$ cat src/rtl/lsu_align_pkg.sv
package lsu_align_pkg;

  typedef enum logic [1:0] {
    SZ_BYTE = 2'd0,
    SZ_HALF = 2'd1,
    SZ_WORD = 2'd2,
    SZ_BAD  = 2'd3
  } acc_size_e;

endpackage

$ cat src/rtl/lsu_ea_gen.sv
module lsu_ea_gen #(
  parameter int ADDR_W = 32,
  parameter int OFFS_W = 16,
  parameter int STEP   = 4
) (
  input  logic [ADDR_W-1:0] base,
  input  logic [OFFS_W-1:0] offs,
  input  logic              beat2,
  output logic [ADDR_W-1:0] ea
);
  localparam int EXT_W = ADDR_W - OFFS_W;

  logic [ADDR_W-1:0] offs_x;
  logic [ADDR_W-1:0] step_v;

  assign offs_x = {{EXT_W{offs[OFFS_W-1]}}, offs};
  assign step_v = beat2 ? ADDR_W'(STEP) : '0;
  assign ea     = base + offs_x + step_v;
endmodule

$ cat src/rtl/lsu_lane_steer.sv
module lsu_lane_steer
  import lsu_align_pkg::*;
#(
  parameter int DATA_W = 32,
  localparam int LANES = DATA_W / 8,
  localparam int LW    = $clog2(LANES)
) (
  input  acc_size_e         size,
  input  logic [LW-1:0]     off,
  input  logic [DATA_W-1:0] src,
  output logic [LANES-1:0]  be,
  output logic [DATA_W-1:0] wdata,
  output logic              misalign
);
  always_comb begin
    case (size)
      SZ_BYTE: misalign = 1'b0;
      SZ_HALF: misalign = off[0];
      SZ_WORD: misalign = |off;
      default: misalign = 1'b1;
    endcase
  end

  for (genvar i = 0; i < LANES; i++) begin : g_lane
    localparam logic [LW-1:0] POS = LW'(LANES - 1 - i);
    logic       hit;
    logic [7:0] byte_d;

    always_comb begin
      case (size)
        SZ_BYTE: begin
          hit    = (off == POS);
          byte_d = src[7:0];
        end
        SZ_HALF: begin
          hit    = (off[LW-1:1] == POS[LW-1:1]);
          byte_d = POS[0] ? src[7:0] : src[15:8];
        end
        default: begin
          hit    = 1'b1;
          byte_d = src[8*i +: 8];
        end
      endcase
    end

    assign be[i]            = hit & ~misalign;
    assign wdata[8*i +: 8]  = byte_d;
  end
endmodule

$ cat src/rtl/lsu_load_pick.sv
module lsu_load_pick
  import lsu_align_pkg::*;
#(
  parameter int DATA_W = 32,
  localparam int LANES = DATA_W / 8,
  localparam int LW    = $clog2(LANES)
) (
  input  logic [DATA_W-1:0] rdata,
  input  acc_size_e         size,
  input  logic [LW-1:0]     off,
  input  logic              sgn,
  output logic [DATA_W-1:0] data
);
  logic [DATA_W-1:0] sh_b;
  logic [DATA_W-1:0] sh_h;

  always_comb begin
    sh_b = rdata >> (8 * (LANES - 1 - int'(off)));
    sh_h = rdata >> (8 * (LANES - 2 - int'(off)));
    case (size)
      SZ_BYTE: data = {{(DATA_W-8){sgn & sh_b[7]}}, sh_b[7:0]};
      SZ_HALF: data = {{(DATA_W-16){sgn & sh_h[15]}}, sh_h[15:0]};
      default: data = rdata;
    endcase
  end
endmodule

$ cat src/rtl/lsu_align.sv
module lsu_align
  import lsu_align_pkg::*;
#(
  parameter int ADDR_W = 32,
  parameter int DATA_W = 32,
  parameter int OFFS_W = 16,
  parameter int RD_LAT = 1,
  localparam int LANES = DATA_W / 8,
  localparam int LW    = $clog2(LANES)
) (
  input  logic              clk,
  input  logic              rst,
  input  logic              req_valid,
  input  logic              req_store,
  input  logic [1:0]        req_size,
  input  logic              req_signed,
  input  logic              req_beat2,
  input  logic [ADDR_W-1:0] req_base,
  input  logic [OFFS_W-1:0] req_offs,
  input  logic [DATA_W-1:0] req_src,
  input  logic [DATA_W-1:0] mem_rdata,
  output logic              acc_en,
  output logic              acc_we,
  output logic [ADDR_W-1:0] acc_addr,
  output logic [LANES-1:0]  acc_be,
  output logic [DATA_W-1:0] acc_wdata,
  output logic              acc_misalign,
  output logic              ld_valid,
  output logic [DATA_W-1:0] ld_data
);
  localparam int PIPE = RD_LAT + 1;

  logic [ADDR_W-1:0] ea;
  logic [LANES-1:0]  be_c;
  logic [DATA_W-1:0] wdata_c;
  logic              mis_c;
  logic [DATA_W-1:0] pick;
  acc_size_e         size_c;

  assign size_c = acc_size_e'(req_size);

  lsu_ea_gen #(.ADDR_W(ADDR_W), .OFFS_W(OFFS_W), .STEP(LANES)) u_ea (
    .base (req_base),
    .offs (req_offs),
    .beat2(req_beat2),
    .ea   (ea)
  );

  lsu_lane_steer #(.DATA_W(DATA_W)) u_steer (
    .size    (size_c),
    .off     (ea[LW-1:0]),
    .src     (req_src),
    .be      (be_c),
    .wdata   (wdata_c),
    .misalign(mis_c)
  );

  // load metadata travels alongside the memory read latency
  logic              m_ld   [PIPE];
  acc_size_e         m_size [PIPE];
  logic [LW-1:0]     m_off  [PIPE];
  logic              m_sgn  [PIPE];

  always_ff @(posedge clk) begin
    if (rst) begin
      acc_en       <= 1'b0;
      acc_we       <= 1'b0;
      acc_misalign <= 1'b0;
      acc_be       <= '0;
      acc_addr     <= '0;
      acc_wdata    <= '0;
    end else begin
      acc_en       <= req_valid & ~mis_c;
      acc_we       <= req_valid & req_store & ~mis_c;
      acc_misalign <= req_valid & mis_c;
      acc_be       <= req_valid ? be_c : '0;
      if (req_valid) begin
        acc_addr  <= ea;
        acc_wdata <= wdata_c;
      end
    end
  end

  for (genvar s = 0; s < PIPE; s++) begin : g_meta
    always_ff @(posedge clk) begin
      if (rst) begin
        m_ld[s]   <= 1'b0;
        m_size[s] <= SZ_WORD;
        m_off[s]  <= '0;
        m_sgn[s]  <= 1'b0;
      end else if (s == 0) begin
        m_ld[s]   <= req_valid & ~req_store & ~mis_c;
        m_size[s] <= size_c;
        m_off[s]  <= ea[LW-1:0];
        m_sgn[s]  <= req_signed;
      end else begin
        m_ld[s]   <= m_ld[s-1];
        m_size[s] <= m_size[s-1];
        m_off[s]  <= m_off[s-1];
        m_sgn[s]  <= m_sgn[s-1];
      end
    end
  end

  lsu_load_pick #(.DATA_W(DATA_W)) u_pick (
    .rdata(mem_rdata),
    .size (m_size[PIPE-1]),
    .off  (m_off[PIPE-1]),
    .sgn  (m_sgn[PIPE-1]),
    .data (pick)
  );

  always_ff @(posedge clk) begin
    if (rst) begin
      ld_valid <= 1'b0;
      ld_data  <= '0;
    end else begin
      ld_valid <= m_ld[PIPE-1];
      if (m_ld[PIPE-1]) ld_data <= pick;
    end
  end
endmodule

$ cat config.mk
export PLATFORM = sky130hd
export DESIGN_NAME = lsu_align
export DESIGN_NICKNAME = d
export VERILOG_FILES = /design/src/rtl/lsu_align_pkg.sv /design/src/rtl/lsu_ea_gen.sv /design/src/rtl/lsu_lane_steer.sv /design/src/rtl/lsu_load_pick.sv /design/src/rtl/lsu_align.sv
export SDC_FILE = /design/constraint.sdc
export NUM_CORES = 1
export LEC_CHECK = 0
export ABC_AREA = 1
export BUFFER_PORTS_ARGS = -buffer_cell sky130_fd_sc_hd__buf_2
export CAP_MARGIN = 15
export CORE_ASPECT_RATIO = 1.1
export CORE_MARGIN = 2
export CORE_UTILIZATION = 53
export CTS_CLUSTER_SIZE = 14
export DETAILED_ROUTE_END_ITERATION = 8
export PLACE_DENSITY = 0.81
export SYNTH_ARGS = -nofsm -noshare
export SYNTH_HDL_FRONTEND = slang
export SYNTH_SLANG_ARGS = --single-unit
$ cat constraint.sdc
create_clock -name clk -period 2.81 [get_ports clk]
set_input_delay 0.281 -clock clk [delete_from_list [all_inputs] [get_ports clk]]
set_output_delay 0.281 -clock clk [all_outputs]
set_load 0.02 [all_outputs]
Word level (Yosys, flattened, before mapping)

Memories as Yosys holds them, arrays and structs flattened.
Cells that the tools add are included.
Widths: inputs -> output; s select.

Memories kept: 4
Logic and storage cells: 75
Output and inout port bits: 104
Memory bits (writable): 12
Input port bits: 120
Register bits: 104

Memory list:

| name   | depth | bits a word | read ports | clocked after memory_dff | write ports | line            | source |
|---|---|---|---|---|---|---|---|
| m_off  | 2     | 2           | 2          | 0                        | 2           | lsu_align.sv:61 | `logic [LW-1:0] m_off [PIPE];` |
| m_size | 2     | 2           | 2          | 0                        | 2           | lsu_align.sv:60 | `acc_size_e m_size [PIPE];` |
| m_ld   | 2     | 1           | 2          | 0                        | 2           | lsu_align.sv:59 | `logic m_ld [PIPE];` |
| m_sgn  | 2     | 1           | 2          | 0                        | 2           | lsu_align.sv:62 | `logic m_sgn [PIPE];` |

Mux-type cells: 21
Shifts and indexed selects: 2
Reductions and logical operators: 6
Bitwise gates (word level): 24
Equal/unequal tests: 6
Add/sub/neg operators: 4

Operator list:

| cell                | number |
|---|---|
| $add 32x32->32      | 2 |
| $pmux 32 s2         | 1 |
| $shr 32x32->16      | 1 |
| $shr 32x32->8       | 1 |
| $mux 8              | 2 |
| $pmux 8 s2          | 1 |
| $and 1x1->1         | 12 |
| $mux 2              | 4 |
| $or 1x1->1          | 8 |
| $pmux 1 s2          | 4 |
| $mux 1              | 7 |
| $eq 2x1->1 const B  | 3 |
| $eq 2x2->1 const B  | 3 |
| $logic_not 2->1     | 3 |
| $reduce_or 2->1     | 3 |
| $sub 2x2->3 const A | 2 |
| $not 1->1           | 4 |
| $mux 3              | 1 |
| $pmux 1 s3          | 1 |

Depth between registers and ports, before layout

Word-level depth: 7
Mapped depth: 16
Mapped depth without buffers: 16

Cells and area by module

From an unflattened synthesis, not the netlist that was laid out.

Cells, all modules: 1531
Area, all modules: 8821.0 sq um

By module, submodules not included:

| module         | times used | cells an instance | area an instance (sq um) | sequential area each (sq um) |
|---|---|---|---|---|
| lsu_align      | 1          | 665               | 4430.5                   | 2322.2 |
| lsu_ea_gen     | 1          | 510               | 2773.9                   | 0.0 |
| lsu_load_pick  | 1          | 253               | 1168.6                   | 0.0 |
| lsu_lane_steer | 1          | 103               | 447.9                    | 0.0 |

Worst setup path before layout

OpenSTA, ideal clock, no wires.

Path type: in2reg
Start point: input req_beat2
End point: register acc_addr[17]
Path buffers: 0
Required time: 2.697 ns
Path slack: 0.615 ns
Stages: 12
Data arrival time: 2.081 ns
Cells stage by stage: inv_1 fa_1 fa_1 inv_1 nand3_1 nand3_1 nand2_1 nand2_1 a21oi_1 or2_1 nand3_1 nand2_1

Word-level cells in the longest chain between the ends: 2

Ends and longest elaborated chain:

| item                 | line             | source |
|---|---|---|
| start, declared      | lsu_align.sv:17  | `input logic req_beat2,` |
| $mux 3               | lsu_ea_gen.sv:17 | `assign step_v = beat2 ? ADDR_W'(STEP) : '0;` |
| $add 32x32->32       | lsu_ea_gen.sv:18 | `assign ea = base + offs_x + step_v;` |
| end signal, assigned | lsu_align.sv:70  | `acc_addr <= '0;` |
| end signal, assigned | lsu_align.sv:78  | `acc_addr <= ea;` |
| end, declared        | lsu_align.sv:24  | `output logic [ADDR_W-1:0] acc_addr,` |

No other way between the ends.
A chain may end at the register's enable or synchronous reset.

==> impl_metrics.json <==
{
  "synth_top_area_frac": 0.2938,
  "initial_utilization": 0.5449,
  "post-cts-setup-buffers": 0,
  "grt_usage": 0.2937,
  "period_needed_ns": 2.236,
  "maximum_number_of_pins_on_one_net_before_global_route_repair": 43,
  "cts_num_sinks": 116,
  "coreArea_um2": 14500,
  "grt_pass1_wl_um": 38090,
  "ys_warn_count": 0,
  "first_pass_iters": 6,
  "postRouteWirelength_um": 23900,
  "hold_path_end": "m_ld[0]",
  "totalNegativeSetupSlack_ns": 0,
  "finalCritPeriodShare": 0.7959,
  "hold_slack_ns": 0.04900,
  "hpwl_after_detailed_placement_um": 18040,
  "worst_pin_slew_ns": 0.7286,
  "startpoint_of_the_lowest_slack_hold_path": "req_store",
  "critical_path.most_common_cell": "inv_1",
  "final_hold_viol_count": 0,
  "floorplan_row_count": 46,
  "hp_class": "in -> reg",
  "die_area_um2": 15910,
  "route.detailed.drc": 0,
  "net_count_final": 1607,
  "rsz0062_at_grt": "no",
  "final-max-slew-violation-count": 0,
  "ctsRootBufferMaster": "clkbuf_16",
  "critical_path.cell_chain": "ha_1 -> inv_1 -> o21ai_0 -> nand3_1 -> nand4_1 -> o211ai_1 -> inv_1",
  "yosysSeqAreaShare": 0.2938,
  "initial_antenna_violation_count": 0,
  "cp.arrival_ns": 2.53,
  "area_growth_pct": 22.19,
  "timing_worst_setup_path_type": "reg -> reg",
  "maxClockFrequency_ghz": 0.4471,
  "timing.critical_path.from_type": "flop",
  "dieWidth_um": 120.4,
  "cts_inserted_buffers": 17,
  "crit_fanout": 23,
  "worstReg2RegEnd": "ld_data[9]",
  "mappedNetlistNets": 1407,
  "io_buffer_count": 223,
  "finalPower_mw": 5.293,
  "synth_top_cell_by_area": "dfxtp_1",
  "synth_edf_count": 0,
  "r2r.worst_path.cells": 7,
  "worst_ir_drop_vdd_mv": 0.4179,
  "clock-skew-final_ns": 0.007785,
  "cts_hold_buf": 0,
  "maxCapViolations": 0,
  "post_synth_instance_area_um2": 7904,
  "detail_route.wl_per_cell_um": 14.67,
  "detail_route.vias_per_cell": 5.346,
  "clk-insertion-delay-late_ns": 0.41,
  "diode_count": 0,
  "chipHeight_um": 132.1,
  "cellLeakagePower_nw": 5.493,
  "hold_path_depth": 2,
  "synth_cell_type_count": 43,
  "synth_top_cells_by_area": "dfxtp_1, nand2_1, ha_1, inv_1, nand3_1",
  "worst-endpoint-required_ns": 3.10,
  "cts.repair.resized": 0,
  "gp_congestion": 0.9178,
  "grt.overflow.total": 0,
  "setup_slack_ns": 0.5736,
  "grt_pass1_vias": 7897,
  "ff_latch_area_um2": 2322,
  "detailroute.via_count": 8709,
  "initialDrtViolationCount": 627,
  "setup.worst_path.end_class": "flop",
  "dp_worst_setup_slack_ns": 0.3336,
  "regToRegStartpoint": "m_off[1][1]",
  "postSynth.asyncResetShare": 0,
  "cts_max_path_buffers": 2,
  "htreeDepth": 4,
  "postSynth.topFlopCell": "dfxtp_1",
  "number_of_endpoints_failing_setup_at_the_final_stage": 0,
  "cp_slowest_cell": "inv_1",
  "critical-path-max-stage-delay_ns": 0.61,
  "ant_nets": 0,
  "syn-mean-instance-area_um2": 6.457,
  "post_synthesis_instance_total": 1224,
  "area_of_the_multi_input_gates_um2": 4557,
  "cts_tree": "built",
  "io_pins": 224,
  "powerDensity_nw_per_um2": 548.0,
  "reg2reg_setup_slack_ns": 0.57,
  "post-route-util": 0.6659,
  "yosys_register_bits": 116,
  "share_of_post_route_cells_with_drive_strength_above_1": 0.2039,
  "nFillCells": 1388,
  "status": "finished, final reports clean",
  "clkSlewWorstSetupHoldPaths_ns": 0.05,
  "headroom_to_the_max_slew_limit": 0.5137
}
-- logic make-up (layout without fill, tap and decap cells) --
logic type | after synthesis | in the layout | share of synthesized area
simple gates | 539 | 539 | 0.2846
buf+inv | 255 | 468 | 0.1296
compound gates | 235 | 235 | 0.1725
flops | 116 | 116 | 0.2938
fa+ha+maj | 63 | 63 | 0.1016
xor+xnor | 16 | 16 | 0.01773
-- sequential cells by signal, indices dropped and copies added (netlist names) --
name          cells
acc_addr         32
acc_en            1
m_ld              2
acc_be            4
m_size            4
acc_wdata        32
ld_data          32
m_off             4
acc_misalign      1
ld_valid          1
m_sgn             2
acc_we            1
-- routing by layer --
layer  wire length, um  global-route usage  vias up  part of all wire
met5                 0                   0        -                 0
met4               892              0.1292        0             0.037
met3              1487             0.05234       66             0.062
met2             11510              0.4991      349              0.48
met1             10010              0.3613     3937              0.42
li1                  -                   -     4357                 -
-- where the power goes --
group	total [mW]	switching (mW)	leakage [nW]	internal (mW)
logic	1.38	0.894	4.27	0.483
clock network	2.09	0.793	0.265	1.30
registers	1.82	0.0669	0.954	1.76
total	5.29	1.75	5.49	3.54
-- cell usage in the layout, fill, tap and decap left out, types with 17 or more instances in the layout --
master	synthesis	final
buf_2	20	223
o21ai_0	82	82
nor2_1	101	101
inv_1	198	197
nand3_1	107	107
a21oi_1	84	84
nand2_1	302	302
o211ai_1	29	29
dfxtp_1	116	116
clkbuf_16	0	17
ha_1	61	61
-- layout make-up --
| cell class | instances | area share |
|---|---|---|
| Inverter | 203 | 0.07941 |
| Multi-Input combinational cell | 853 | 0.4718 |
| Clock inverter | 13 | 0.01399 |
| Sequential cell | 116 | 0.2404 |
| Tap cell | 192 | 0.02487 |
| Timing Repair Buffer | 233 | 0.1246 |
| Clock buffer | 19 | 0.04482 |
-- worst max path at each step --
stage                        end   startpoint  slack [ns]  depth (start not counted)
finish                ld_data[9]  m_off[1][1]        0.57                          7
floorplan           acc_addr[17]    req_beat2        0.62                         12
global placement    acc_addr[29]    req_beat2        0.39                         14
detailed placement  acc_addr[17]    req_beat2        0.33                         13
CTS                   ld_data[9]  m_off[1][1]        0.64                          7
global route          ld_data[5]  m_off[1][1]        0.44                          8
-- critical path: cells and delay by family (launching register included) --
family / cells / cell delay [ns]
and+or+nand+nor: 2 / 0.27
buffers and inverters: 2 / 0.66
AOI/OAI and AO/OA: 2 / 0.36
DFF: 1 / 0.42
adders and majority gates: 1 / 0.41
-- cells in the mapped netlist, types with 4 or more instances --
cell and count:
a21oi_1 84, a21oi_2 10, a31oi_1 9, buf_2 20
buf_6 4, clkbuf_1 26, dfxtp_1 116, ha_1 61
inv_1 198, nand2_1 302, nand2_2 5, nand3_1 107
nand4_1 11, nor2_1 101, o2111ai_1 6, o211ai_1 29
o21ai_0 82, xnor2_1 10, xor2_1 6
-- metrics by stage --
step                instance area, um2  cells
floorplan                         7904   1224
global route                      9658   1629
finish                            9658   1629
detailed placement                9090   1597
global placement                  9090   1597
CTS                               9658   1629
No activity file was read; power rests on OpenSTA's default activity.
